--- src/rtl/pinmux_pkg.sv ---
package pinmux_pkg;

  localparam int FUNC_W = 4;

  localparam logic [2:0] SEL_FUNC = 3'd0;
  localparam logic [2:0] SEL_MSTR = 3'd1;
  localparam logic [2:0] SEL_OPTS = 3'd2;
  localparam logic [2:0] SEL_ANA  = 3'd3;
  localparam logic [2:0] SEL_PER  = 3'd4;

  typedef enum logic [1:0] {
    QUAL_SYNC = 2'd0,
    QUAL_S3   = 2'd1,
    QUAL_S6   = 2'd2
  } qual_e;

  typedef struct packed {
    logic [FUNC_W-1:0] func;
    logic              msel;
    logic              inv;
    logic              od;
    qual_e             qual;
    logic              ana;
  } pin_cfg_t;

  // A function code is legal when it names CPU mode or an existing peripheral.
  function automatic logic func_legal(input logic [FUNC_W-1:0] code, input int nper);
    return int'(code) <= nper;
  endfunction

  // Number of equal samples a qualification mode demands.
  function automatic int window_len(input qual_e mode);
    return (mode == QUAL_S3) ? 3 : 6;
  endfunction

  // True when the newest len samples in hist all agree.
  function automatic logic window_agrees(input logic [5:0] hist, input int len);
    logic ok;
    ok = 1'b1;
    for (int i = 1; i < 6; i++)
      if (i < len && hist[i] != hist[0]) ok = 1'b0;
    return ok;
  endfunction

endpackage

--- src/rtl/pinmux_cfg.sv ---
module pinmux_cfg
  import pinmux_pkg::*;
#(
  parameter int          NPINS         = 4,
  parameter int          NPERIPH       = 12,
  parameter logic [NPINS-1:0] ANA_MODE_MASK = '0,
  localparam int         PIN_W         = (NPINS > 1) ? $clog2(NPINS) : 1
) (
  input  logic                  clk,
  input  logic                  rst_n,
  input  logic                  cfg_we,
  input  logic                  cfg_src,
  input  logic [2:0]            cfg_sel,
  input  logic [PIN_W-1:0]      cfg_pin,
  input  logic [7:0]            cfg_data,
  output pin_cfg_t [NPINS-1:0]  cfg_q,
  output logic [7:0]            period_q
);

  logic write_ok;
  logic pin_in_range;

  assign pin_in_range = int'(cfg_pin) < NPINS;
  assign write_ok     = cfg_we && !cfg_src && pin_in_range;

  always_ff @(posedge clk or negedge rst_n) begin
    if (!rst_n) begin
      for (int p = 0; p < NPINS; p++) begin
        cfg_q[p].func <= '0;
        cfg_q[p].msel <= 1'b0;
        cfg_q[p].inv  <= 1'b0;
        cfg_q[p].od   <= 1'b0;
        cfg_q[p].qual <= QUAL_SYNC;
        cfg_q[p].ana  <= ANA_MODE_MASK[p];
      end
      period_q <= '0;
    end else if (write_ok) begin
      case (cfg_sel)
        SEL_FUNC: if (func_legal(cfg_data[FUNC_W-1:0], NPERIPH))
                    cfg_q[cfg_pin].func <= cfg_data[FUNC_W-1:0];
        SEL_MSTR: cfg_q[cfg_pin].msel <= cfg_data[0];
        SEL_OPTS: begin
          cfg_q[cfg_pin].inv  <= cfg_data[0];
          cfg_q[cfg_pin].od   <= cfg_data[1];
          cfg_q[cfg_pin].qual <= qual_e'(cfg_data[3:2]);
        end
        SEL_ANA:  if (ANA_MODE_MASK[cfg_pin]) cfg_q[cfg_pin].ana <= cfg_data[0];
        SEL_PER:  period_q <= cfg_data;
        default:  ;
      endcase
    end
  end

  assert_m2_lockout_R5: assert property (@(posedge clk) disable iff (!rst_n)
    (cfg_we && cfg_src) |=> ($stable(cfg_q) && $stable(period_q)));

  for (genvar p = 0; p < NPINS; p++) begin : g_chk
    assert_func_range_R3: assert property (@(posedge clk) disable iff (!rst_n)
      int'(cfg_q[p].func) <= NPERIPH);
  end

endmodule

--- src/rtl/pin_qual.sv ---
module pin_qual
  import pinmux_pkg::*;
(
  input  logic  clk,
  input  logic  rst_n,
  input  logic  pad,
  input  logic  tick,
  input  qual_e mode,
  output logic  lvl
);

  logic       s1_q, s2_q, lvl_q;
  logic [5:0] hist_q;
  logic [5:0] hist_next;
  logic       sampled_mode;
  logic       accept;

  assign sampled_mode = (mode != QUAL_SYNC);
  assign hist_next    = {hist_q[4:0], s2_q};
  assign accept       = tick && window_agrees(hist_next, window_len(mode));

  always_ff @(posedge clk or negedge rst_n) begin
    if (!rst_n) begin
      s1_q   <= 1'b0;
      s2_q   <= 1'b0;
      hist_q <= '0;
      lvl_q  <= 1'b0;
    end else begin
      s1_q <= pad;
      s2_q <= s1_q;
      if (tick) hist_q <= hist_next;
      if (!sampled_mode)  lvl_q <= s2_q;
      else if (accept)    lvl_q <= hist_next[0];
    end
  end

  assign lvl = lvl_q;

  assert_qual_on_tick_R6: assert property (@(posedge clk) disable iff (!rst_n)
    (sampled_mode && !tick) |=> $stable(lvl_q));

endmodule

--- src/rtl/pin_outmux.sv ---
module pin_outmux
  import pinmux_pkg::*;
#(
  parameter int   NPERIPH  = 12,
  parameter logic ANA_ONLY = 1'b0,
  parameter logic IS_DBG   = 1'b0
) (
  input  pin_cfg_t           cfg,
  input  logic               m1_o,
  input  logic               m1_d,
  input  logic               m2_o,
  input  logic               m2_d,
  input  logic [NPERIPH-1:0] per_o,
  input  logic [NPERIPH-1:0] per_e,
  input  logic               dbg_en,
  input  logic               dbg_o,
  input  logic               dbg_e,
  output logic               pad_out,
  output logic               pad_oe
);

  logic own_val, own_en;
  logic dbg_take;
  logic [FUNC_W-1:0] idx;

  assign dbg_take = IS_DBG && dbg_en;
  assign idx      = cfg.func - 1'b1;

  always_comb begin
    own_val = 1'b0;
    own_en  = 1'b0;
    if (cfg.func == '0) begin
      own_val = cfg.msel ? m2_o : m1_o;
      own_en  = cfg.msel ? m2_d : m1_d;
    end else if (int'(cfg.func) <= NPERIPH) begin
      own_val = per_o[idx];
      own_en  = per_e[idx];
    end
  end

  always_comb begin
    if (dbg_take) begin
      pad_out = dbg_o;
      pad_oe  = dbg_e;
    end else if (cfg.od) begin
      pad_out = 1'b0;
      pad_oe  = own_en && !own_val;
    end else begin
      pad_out = own_val;
      pad_oe  = own_en;
    end
    if (ANA_ONLY || cfg.ana) pad_oe = 1'b0;
  end

endmodule

--- src/rtl/pinmux_port.sv ---
module pinmux_port
  import pinmux_pkg::*;
#(
  parameter int               NPINS         = 4,
  parameter int               NPERIPH       = 12,
  parameter int               DBG_PIN       = 0,
  parameter logic [NPINS-1:0] ANA_MODE_MASK = 4'b0100,
  parameter logic [NPINS-1:0] ANA_ONLY_MASK = 4'b1000,
  localparam int              PIN_W         = (NPINS > 1) ? $clog2(NPINS) : 1,
  localparam int              PER_BITS      = NPINS * NPERIPH
) (
  input  logic                clk,
  input  logic                rst_n,
  input  logic                cfg_we,
  input  logic                cfg_src,
  input  logic [2:0]          cfg_sel,
  input  logic [PIN_W-1:0]    cfg_pin,
  input  logic [7:0]          cfg_data,
  input  logic [NPINS-1:0]    m1_out,
  input  logic [NPINS-1:0]    m1_dir,
  input  logic [NPINS-1:0]    m2_out,
  input  logic [NPINS-1:0]    m2_dir,
  input  logic [PER_BITS-1:0] periph_out,
  input  logic [PER_BITS-1:0] periph_oe,
  input  logic                dbg_en,
  input  logic                dbg_out,
  input  logic                dbg_oe,
  output logic                dbg_in,
  input  logic [NPINS-1:0]    pad_in,
  output logic [NPINS-1:0]    pad_out,
  output logic [NPINS-1:0]    pad_oe,
  output logic [NPINS-1:0]    pin_level
);

  pin_cfg_t [NPINS-1:0] cfg_q;
  logic [7:0]           period_q;
  logic [7:0]           div_q;
  logic                 sample_tick;
  logic [NPINS-1:0]     qual_lvl;

  pinmux_cfg #(
    .NPINS(NPINS), .NPERIPH(NPERIPH), .ANA_MODE_MASK(ANA_MODE_MASK)
  ) u_cfg (
    .clk(clk), .rst_n(rst_n), .cfg_we(cfg_we), .cfg_src(cfg_src),
    .cfg_sel(cfg_sel), .cfg_pin(cfg_pin), .cfg_data(cfg_data),
    .cfg_q(cfg_q), .period_q(period_q)
  );

  // Shared sampling divider: one tick every period_q+1 cycles.
  assign sample_tick = (div_q == period_q);

  always_ff @(posedge clk or negedge rst_n) begin
    if (!rst_n)           div_q <= '0;
    else if (sample_tick) div_q <= '0;
    else                  div_q <= div_q + 8'd1;
  end

  assign dbg_in = pad_in[DBG_PIN];

  for (genvar p = 0; p < NPINS; p++) begin : g_pin
    pin_qual u_qual (
      .clk(clk), .rst_n(rst_n), .pad(pad_in[p]), .tick(sample_tick),
      .mode(cfg_q[p].qual), .lvl(qual_lvl[p])
    );

    assign pin_level[p] = cfg_q[p].ana ? 1'b0 : (qual_lvl[p] ^ cfg_q[p].inv);

    pin_outmux #(
      .NPERIPH(NPERIPH), .ANA_ONLY(ANA_ONLY_MASK[p]), .IS_DBG(p == DBG_PIN)
    ) u_out (
      .cfg(cfg_q[p]), .m1_o(m1_out[p]), .m1_d(m1_dir[p]),
      .m2_o(m2_out[p]), .m2_d(m2_dir[p]),
      .per_o(periph_out[p*NPERIPH +: NPERIPH]),
      .per_e(periph_oe[p*NPERIPH +: NPERIPH]),
      .dbg_en(dbg_en), .dbg_o(dbg_out), .dbg_e(dbg_oe),
      .pad_out(pad_out[p]), .pad_oe(pad_oe[p])
    );

    assert_od_never_high_R7: assert property (@(posedge clk) disable iff (!rst_n)
      (cfg_q[p].od && !(dbg_en && p == DBG_PIN)) |-> !pad_out[p]);

    assert_analog_no_drive_R11: assert property (@(posedge clk) disable iff (!rst_n)
      (ANA_ONLY_MASK[p] || cfg_q[p].ana) |-> !pad_oe[p]);

    assert_analog_reads_low_R10: assert property (@(posedge clk) disable iff (!rst_n)
      cfg_q[p].ana |-> !pin_level[p]);
  end

endmodule

--- config.mk ---
export PLATFORM = sky130hd
export DESIGN_NAME = pinmux_port
export DESIGN_NICKNAME = d
export VERILOG_FILES = /design/src/rtl/pinmux_pkg.sv /design/src/rtl/pinmux_cfg.sv /design/src/rtl/pin_qual.sv /design/src/rtl/pin_outmux.sv /design/src/rtl/pinmux_port.sv
export SDC_FILE = /design/constraint.sdc
export NUM_CORES = 1
export LEC_CHECK = 0
export BUFFER_PORTS_ARGS = -buffer_cell sky130_fd_sc_hd__buf_2
export CAP_MARGIN = 10
export CORE_ASPECT_RATIO = 1.75
export CORE_MARGIN = 2
export CORE_UTILIZATION = 52
export DETAILED_ROUTE_END_ITERATION = 10
export GPL_ROUTABILITY_DRIVEN = 0
export PLACE_DENSITY_LB_ADDON = 0.08
export SLEW_MARGIN = 20
export SYNTH_ARGS = -nofsm -noshare
export SYNTH_HDL_FRONTEND = slang
export SYNTH_SLANG_ARGS = --single-unit
--- constraint.sdc ---
create_clock -name clk -period 3.3 [get_ports clk]
set_input_delay 0.825 -clock clk [delete_from_list [all_inputs] [get_ports clk]]
set_output_delay 0.825 -clock clk [all_outputs]
set_load 0.005 [all_outputs]
Word-level counts from Yosys, hierarchy flattened
Index checks and enable logic that the tools add are counted.
{"block": "op_classes", "n_bitwise": 4, "mux": 107, "eq_ne": 35, "add_sub_neg": 5, "n_reduce_logical": 45, "order_cmp": 31}
{"op": "< comparator 3 x 32 -> 1 bit, first input constant", "count": 8}
{"op": "< comparator 4 x 32 -> 1 bit, first input constant", "count": 8}
{"op": "bitwise mux 40 bit", "count": 6}
{"op": "case mux 40 bit (4 select lines)", "count": 1}
{"op": "< comparator 2 x 32 -> 1 bit, first input constant", "count": 4}
{"op": "demux 10 bit (select 2 bit)", "count": 6}
{"op": "two-way mux 40 bit", "count": 2}
{"op": "two-way mux 1 bit", "count": 74}
{"op": "logical AND 1 bit", "count": 29}
{"op": "binary-select mux 1 bit (select 4 bit)", "count": 7}
{"op": "less-or-equal comparator 4 bit, second input constant", "count": 5}
{"op": "< comparator 4 x 5 -> 1 bit, second input constant", "count": 4}
{"op": "inequality test 1 bit", "count": 20}
{"op": "zero test 4 bit", "count": 4}
{"op": "subtractor 4 x 1 -> 4 bit, second input constant", "count": 4}
{"op": "two-way mux 3 bit", "count": 5}
{"op": "two-way mux 10 bit", "count": 1}
{"op": "adder 8 x 1 -> 8 bit, second input constant", "count": 1}
{"op": "equality test 2 x 1 -> 1 bit, second input constant", "count": 4}
{"op": "equality test 8 bit", "count": 1}
{"op": "two-way mux 8 bit", "count": 1}
{"op": "inequality test 2 bit, second input constant", "count": 4}
{"op": "nonzero test 2 bit", "count": 4}
{"op": "equality test 3 x 2 -> 1 bit, second input constant", "count": 2}
{"op": "15 further kinds", "count": 22}
{"block": "word_totals", "reg_bits": 88, "out_inout_bits": 13, "in_bits": 136, "wordCells": 269}

Logic depth before layout (Yosys ltp)
Gate-level depths: netlist of run 1.
{"block": "logic_depth", "word_depth": 12, "depth_mapped": 10}

By module
A second synthesis of run 1 with hierarchy kept.
{"block": "hier_totals", "hier_cells": 420, "hier_area_um2": 5195.0}
{"module": "pinmux_cfg", "area_each_um2": 1959.4, "cells_per_inst": 127, "instances": 1, "seq_area_each_um2": 1202.4}
{"module": "pin_qual", "area_each_um2": 312.8, "cells_per_inst": 22, "instances": 4, "seq_area_each_um2": 200.2}
{"module": "pin_outmux (g_pin[1].u_out ...)", "area_each_um2": 402.9, "cells_per_inst": 42, "instances": 2, "seq_area_each_um2": 0.0}
{"module": "pinmux_port", "area_each_um2": 546.8, "cells_per_inst": 53, "instances": 1, "seq_area_each_um2": 200.2}
{"module": "pin_outmux (g_pin[0].u_out)", "area_each_um2": 387.9, "cells_per_inst": 36, "instances": 1, "seq_area_each_um2": 0.0}
{"module": "pin_outmux (g_pin[3].u_out)", "area_each_um2": 244.0, "cells_per_inst": 32, "instances": 1, "seq_area_each_um2": 0.0}

Worst setup path before layout of run 1
OpenSTA, ideal clock, no wires.
{"block": "synth_timing", "kind": "register -> output", "startpoint": "register (tool-made name)", "endpoint": "output port pad_oe[0]", "path_slack_ps": 272, "stages_incl_launch_ff": 11, "t_arrival_ps": 2203, "required_ps": 2475, "path_cell_list": "dfrtp_1 -> buf_2 -> inv_1 -> ha_1 -> mux4_2 -> mux2i_1 -> o22ai_1 -> a21oi_1 -> nor2b_1 -> o41ai_1 -> buf_4"}
{"item": "end: declaration", "line_no": "pinmux_port.sv:31", "source": "output logic [NPINS-1:0] pad_oe,"}

==> flow_summary.ini, run 1 <==
[route]
avgRoutedWirePerCell_um = 15.35
drtPass1Iterations = 4
ant_nets = 0
drt_iter0_drc = 187
drc = 0
via_count = 3815
wl_mm = 10.68
viasPerCell = 5.481

[layout]
num_antenna_cells = 0
fillers = 751
final_cell_mix = 132 x buf_2, 82 x dfrtp_1, 36 x mux2_2, 33 x nand2_1, 26 x nor2_1
fin_cells = 696
register_area_sq_um = 2210
post-route-util = 0.6566
synthToLayoutAreaGrowth_pct = 24.10
drive_gt1_frac = 0.4199
mostFrequentLayoutCell = buf_2
nets = 713
multi_input_area_sq_um = 2624

[worst_setup_path]
path_class = reg2out
arrival_ns = 2.40
crit_chain = or4_4, and2_4, o211a_4, o31ai_4, and3_1, and2b_1, buf_2
crit_path_max_fanout = 6
startpoint_type = flop
worst_path_largest_cell_delay_ns = 0.55
worstPathRequired_ns = 2.47
r2r_cells = 5
r2r_slack_ns = 1.13
slowest_stage = or4_4
worstSetupEndpointType = output port

[global_routing]
antenna_found_initial = 0
grt_pass1_vias = 3867
grt_first_pass_wirelength_mm = 17.82
grt_overflow = 0
grt_max_degree = 89
grt_usage = 0.2117

[die]
fp-row-count = 47
coreArea_sq_um = 9350
dieArea_sq_um = 10340
die_height_um = 133.0
fp.dieW_um = 77.73
start_util = 0.5291
io-pin-count = 149

[clocking]
ctsHtreeMaxLevel = 3
clkSinkCount = 88
hold_buffers = 0
cts_tree = done
clock_latency_ns = 0.33
cts-root-buf = clkbuf_16
clk_path_buf_depth = 2
cts_made_buffers = 9
path_clk_slew_ns = 0.06

[power_and_ir_drop]
ir_worst_vdd_mv = 0.5265
p_leak_nw = 2.861
power_density_nw_per_um2 = 633.2

[sta]
max_freq_mhz = 310.5
drv_slew = 0
worst_pin_slew_ns = 0.7906
relSlewSlack = 0.4729
final_hold_viol_count = 0
setup_viol = 0
tns_ns = 0
period_needed_ns = 3.221
timing.final.crit_share = 0.9761
finClkSkew_ns = 0.005730

[hold_path]
worstHoldPathType = reg2reg
holdPathStages = 0

[synthesis]
yosysWarnings = 0
async_flop_share = 1.000
ys_ff_latch = 88
synthesis.nets = 585
syn_area_sq_um = 4947
ys_types = 50
synth_flop_cell = dfrtp_1
synthCells = 441
synth.avg_cell_area_sq_um = 11.22
synth_edf_count = 0
ys_seq_area_frac = 0.4454

[run]
drv_cap = 0

[place]
dpl.hpwl_mm = 7.781
portBuffers = 133
dp.cells = 674

[status]
status = finished, final reports clean
-- area by class of cell --
| type | instances | area share |
|---|---|---|
| Inverter | 18 | 0.01100 |
| Clock inverter | 5 | 0.01284 |
| Timing Repair Buffer | 144 | 0.1229 |
| Tap cell | 122 | 0.02486 |
| Multi-Input combinational cell | 308 | 0.4273 |
| Sequential cell | 88 | 0.3599 |
| Clock buffer | 11 | 0.04117 |
-- per-stage QoR --
stage                     total power [mW]  worst slack (ns)  hold WS, ns  cell area [sq um]
after global routing                 4.122          -0.01347       0.3554               6140
final                                3.888           0.07901       0.3475               6140
after CTS                            3.863           0.01376       0.3489               6015
after floorplan                      2.421            0.2720       0.3312               4947
after global placement               2.678            0.1485       0.3315               5653
after detailed placement             2.725           0.09841       0.3347               5653
-- layer usage --
layer	vias up	part of all wire	GRT usage
met3	9	0.033	0.02933
met5	-	0	0
li1	1857	-	-
met4	0	0.014	0.06746
met2	81	0.53	0.3846
met1	1868	0.42	0.2547
-- synthesized netlist by cell type, drive strengths merged, types with 2 or more instances --
| master | n | area share |
|---|---|---|
| mux2i | 9 | 0.018 |
| xor2 | 14 | 0.025 |
| nand3 | 18 | 0.018 |
| or4 | 2 | 0.0030 |
| buf | 16 | 0.023 |
| nand3b | 4 | 0.0061 |
| a21oi | 21 | 0.021 |
| and2 | 2 | 0.0030 |
| mux4 | 21 | 0.096 |
| nor4 | 2 | 0.0051 |
| xnor2 | 8 | 0.014 |
| a211oi | 4 | 0.0061 |
| inv | 17 | 0.013 |
| nor2b | 7 | 0.0089 |
| and3 | 3 | 0.0038 |
| dfrtp | 87 | 0.44 |
| ha | 8 | 0.020 |
| nor2 | 26 | 0.020 |
| nand2 | 33 | 0.025 |
| nor4b | 3 | 0.0053 |
| o21ai | 22 | 0.022 |
| o31ai | 9 | 0.014 |
| nand4 | 2 | 0.0025 |
| nor3 | 5 | 0.0051 |
| mux2 | 54 | 0.12 |
| nand2b | 4 | 0.0051 |
| clkbuf | 11 | 0.0083 |
| o22ai | 11 | 0.014 |
| o211ai | 3 | 0.0046 |
-- power breakdown --
| part | internal [mW] | total (mW) | switching, mW | leakage, nW |
|---|---|---|---|---|
| Combinational | 0.659 | 1.19 | 0.531 | 1.60 |
| Clock | 0.703 | 1.11 | 0.403 | 0.165 |
| Sequential | 1.33 | 1.59 | 0.257 | 1.09 |
| Total | 2.70 | 3.89 | 1.19 | 2.86 |
-- logic make-up (layout without fill, tap and decap cells) --
family                     count (synthesis)  after routing  synth area share
adders and majority gates                  8              8           0.02023
xor gates and xnor gates                  22             22           0.03895
buffers and inverters                     45            178           0.04451
muxes                                     84             84            0.2367
and+or+nand+nor                          114            114            0.1151
other                                      1              1         0.0007580
DFF                                       88             88            0.4454
AOI/OAI and AO/OA                         79             79           0.09838
-- worst max-delay path: cells and delay by family (launching register included) --
family / cells / cell delay [ns]
AOI/OAI and AO/OA: 2 / 0.47
DFF: 1 / 0.45
and+or+nand+nor: 4 / 1.06
buffers and inverters: 1 / 0.10
-- repair_timing --
item | 4_1_cts | 5_1_grt
pin swaps | 0 | 2
gates resized for setup | 7 | 16
endpoints found under the setup margin | 4 | 5
setup buffers | 0 | 6
-- worst paths after layout --
kind,to,from
setup / recovery,pad_out[2],flop
hold / removal,g_pin[0].u_qual.s2_q$_DFF_PN0_,g_pin[0].u_qual.s1_q$_DFF_PN0_
setup reg to reg,g_pin[1].u_qual.hist_q[4]$_DFFE_PN0N_,div_q[0]$_DFF_PN0_
hold reg to reg,g_pin[0].u_qual.s2_q$_DFF_PN0_,g_pin[0].u_qual.s1_q$_DFF_PN0_
max in group asynchronous,async pin,rst_n
min in group asynchronous,div_q[0]$_DFF_PN0_,rst_n
(Power assumes the default switching activity.)
==> inputs of run 2 (changes only) <==
--- a/config.mk
+++ b/config.mk
@@ -5,14 +5,16 @@
 export SDC_FILE = /design/constraint.sdc
 export NUM_CORES = 1
 export LEC_CHECK = 0
+export ABC_AREA = 1
 export BUFFER_PORTS_ARGS = -buffer_cell sky130_fd_sc_hd__buf_2
 export CAP_MARGIN = 10
 export CORE_ASPECT_RATIO = 1.75
 export CORE_MARGIN = 2
-export CORE_UTILIZATION = 52
+export CORE_UTILIZATION = 53
 export DETAILED_ROUTE_END_ITERATION = 10
 export GPL_ROUTABILITY_DRIVEN = 0
 export PLACE_DENSITY_LB_ADDON = 0.08
+export SETUP_SLACK_MARGIN = 0.1
 export SLEW_MARGIN = 20
 export SYNTH_ARGS = -nofsm -noshare
 export SYNTH_HDL_FRONTEND = slang
==> run 2 against run 1 <==
  * Combinational power increased by 35%
  * Maximum frequency increased by 5.4%
  * Cell area increased by 6.3%
  * Register-to-register slack got worse by 0.12 ns
  * Clock power about the same
  * Clock skew decreased by 0.00075 ns
  * Wire length increased by 23%
  * Sequential share of layout area decreased by 2.2 points
  * First-iteration DRC count increased by 38%
  * Synthesized cell count increased by 75%
  * Critical endpoint is now pad_oe[2]
  * Highest routed layer unchanged
==> flow_summary.ini, run 2 <==
[status]
status = finished, final reports clean

[sta]
finClkSkew_ns = 0.004977
setup_viol = 0
max_freq_mhz = 327.2
final_hold_viol_count = 0
drv_slew = 0
tns_ns = 0
worst_pin_slew_ns = 1.013
timing.final.crit_share = 0.9260
relSlewSlack = 0.3227
rsz0062_at_grt = true
period_needed_ns = 3.056

[worst_setup_path]
rr_startpoint = div_q[4]$_DFF_PN0_
crit_path_max_fanout = 7
path_class = reg2out
r2r_slack_ns = 1.01
worstSetupEndpointType = output port
startpoint_type = flop
arrival_ns = 2.23
worstPathRequired_ns = 2.47

[route]
ant_nets = 0
wl_mm = 13.11
drtPass1Iterations = 5
drc = 0
avgRoutedWirePerCell_um = 12.75
viasPerCell = 5.203
via_count = 5349
drt_iter0_drc = 258

[synthesis]
synth_edf_count = 0
ys_seq_area_frac = 0.4068
yosysWarnings = 0
synth_top_area_cell = dfrtp_1
ys_ff_latch = 88
ys_types = 35
ys_top_cells_by_count = 247 x nand2_1, 87 x dfrtp_1, 87 x inv_1, 76 x nand3_1, 76 x o21ai_0
synth.top_cell.area_share = 0.4019
synth.area.top_cells = dfrtp_1 40%, nand2_1 17%, nand3_1 7.0%
synth_flop_cell = dfrtp_1
synthCells = 772
syn_area_sq_um = 5416
synthesis.nets = 916
async_flop_share = 1.000
synth.avg_cell_area_sq_um = 7.016
yosysMostFrequentCell = nand2_1

[clocking]
path_clk_slew_ns = 0.06
ctsHtreeMaxLevel = 3
clk_path_buf_depth = 2
hold_buffers = 0
cts_tree = done
clock_latency_ns = 0.34
cts-root-buf = clkbuf_16
clkSinkCount = 88
cts_made_buffers = 9

[global_routing]
grt_pass1_vias = 5187
grt_max_degree = 89
grt_first_pass_wirelength_mm = 21.31
grt_overflow = 0
antenna_found_initial = 0
grt_usage = 0.2413

[layout]
mostFrequentLayoutCell = nand2_1
synthToLayoutAreaGrowth_pct = 20.47
post-route-util = 0.6585
fillers = 892
drive_gt1_frac = 0.2093
nets = 1042
final_cell_mix = 247 x nand2_1, 132 x buf_2, 87 x dfrtp_1, 84 x inv_1
num_antenna_cells = 0

[die]
start_util = 0.5466
coreArea_sq_um = 9910
fp-row-count = 48
fp.dieW_um = 80.42
dieArea_sq_um = 11080
die_height_um = 137.7
io-pin-count = 149

[power_and_ir_drop]
ir_worst_vdd_mv = 0.6570
power_density_nw_per_um2 = 660.6
p_leak_nw = 3.424

[hold_path]
worstHoldPathType = reg2reg
hold_start = g_pin[1].u_qual.s1_q$_DFF_PN0_

[run]
drv_cap = 0

[place]
portBuffers = 133
dpl.hpwl_mm = 10.01
==> run 2: cell count changes after synthesis, sizes merged, moves of 21 or more <==
cell and delta:
nand3 +59, mux4 -21, nand2 +215, mux2 -50, nor2 +28, o21ai +61
inv +73
==> run 2: what timing repair did <==
action,in CTS,in global routing
resized for setup,2,6
setup buffers,0,3
endpoints found under the setup margin,1,6
==> run 2: stage by stage <==
step                instances  setup WS [ns]  total power [mW]  hold slack (ns)  cell area, sq um
floorplan                 772         0.5569             2.794           0.3312              5416
global placement         1009         0.4793             3.134           0.3315              6160
finish                   1028         0.2442             4.310           0.3482              6525
detailed placement       1009         0.4509             3.209           0.3347              6160
CTS                      1025         0.1319             4.311           0.3496              6485
global route             1028        0.06333             4.666           0.3530              6525
==> run 2: report_power, final <==
part | leakage, nW | switching [mW] | total (mW) | internal (mW)
clock | 0.152 | 0.420 | 1.08 | 0.663
combinational | 2.20 | 0.909 | 1.61 | 0.702
sequential | 1.07 | 0.257 | 1.62 | 1.36
==> run 2: area by class of cell <==
type,count,area (sq um),share of cell area
Sequential cell,88,2203,0.3377
Multi-Input combinational cell,563,2734,0.4190
Tap cell,125,156.4,0.02397
Timing Repair Buffer,144,763.2,0.1170
Clock buffer,9,225.2,0.03452
Inverter,92,349.1,0.05350
Clock inverter,7,93.84,0.01438
==> run 2: logic make-up after synthesis <==
kind of cell,after synthesis,share of synthesized area
xor gates and xnor gates,22,0.03557
DFF,88,0.4068
and+or+nand+nor,400,0.3121
buffers and inverters,121,0.09217
other,1,0.0006923
muxes,4,0.008315
adders and majority gates,8,0.01848
AOI/OAI and AO/OA,128,0.1259
==> run 2: final timing paths <==
check | depth (start not counted) | end
max | 12 | pad_oe[2]
min | 0 | g_pin[1].u_qual.s2_q$_DFF_PN0_
max reg2reg | 5 | g_pin[3].u_qual.hist_q[0]$_DFFE_PN0N_
min reg2reg | 0 | g_pin[1].u_qual.s2_q$_DFF_PN0_
max in group asynchronous | 2 | async pin
min in group asynchronous | 2 | g_pin[0].u_qual.s1_q$_DFF_PN0_
==> run 2: worst max-delay path, cell delays in order (launching register included) <==
cell and delay, ns:
dfrtp_1 0.40, clkinvlp_4 0.18, ha_2 0.37, inv_1 0.16, o21ai_0 0.11, o22ai_1 0.12, nand2_1 0.07, nand2_1 0.06
nand3_1 0.06, nand2_1 0.06, nand2_1 0.04, a21oi_1 0.12, buf_2 0.13
==> run 2: routing by layer <==
metal  GRT usage  routed length [um]  vias up
li1            -                   -     2720
met1      0.2512                5178     2455
met2      0.4620                6953      148
met3     0.04849                 683       26
met4     0.09322                 298        0
met5           0                   0        -
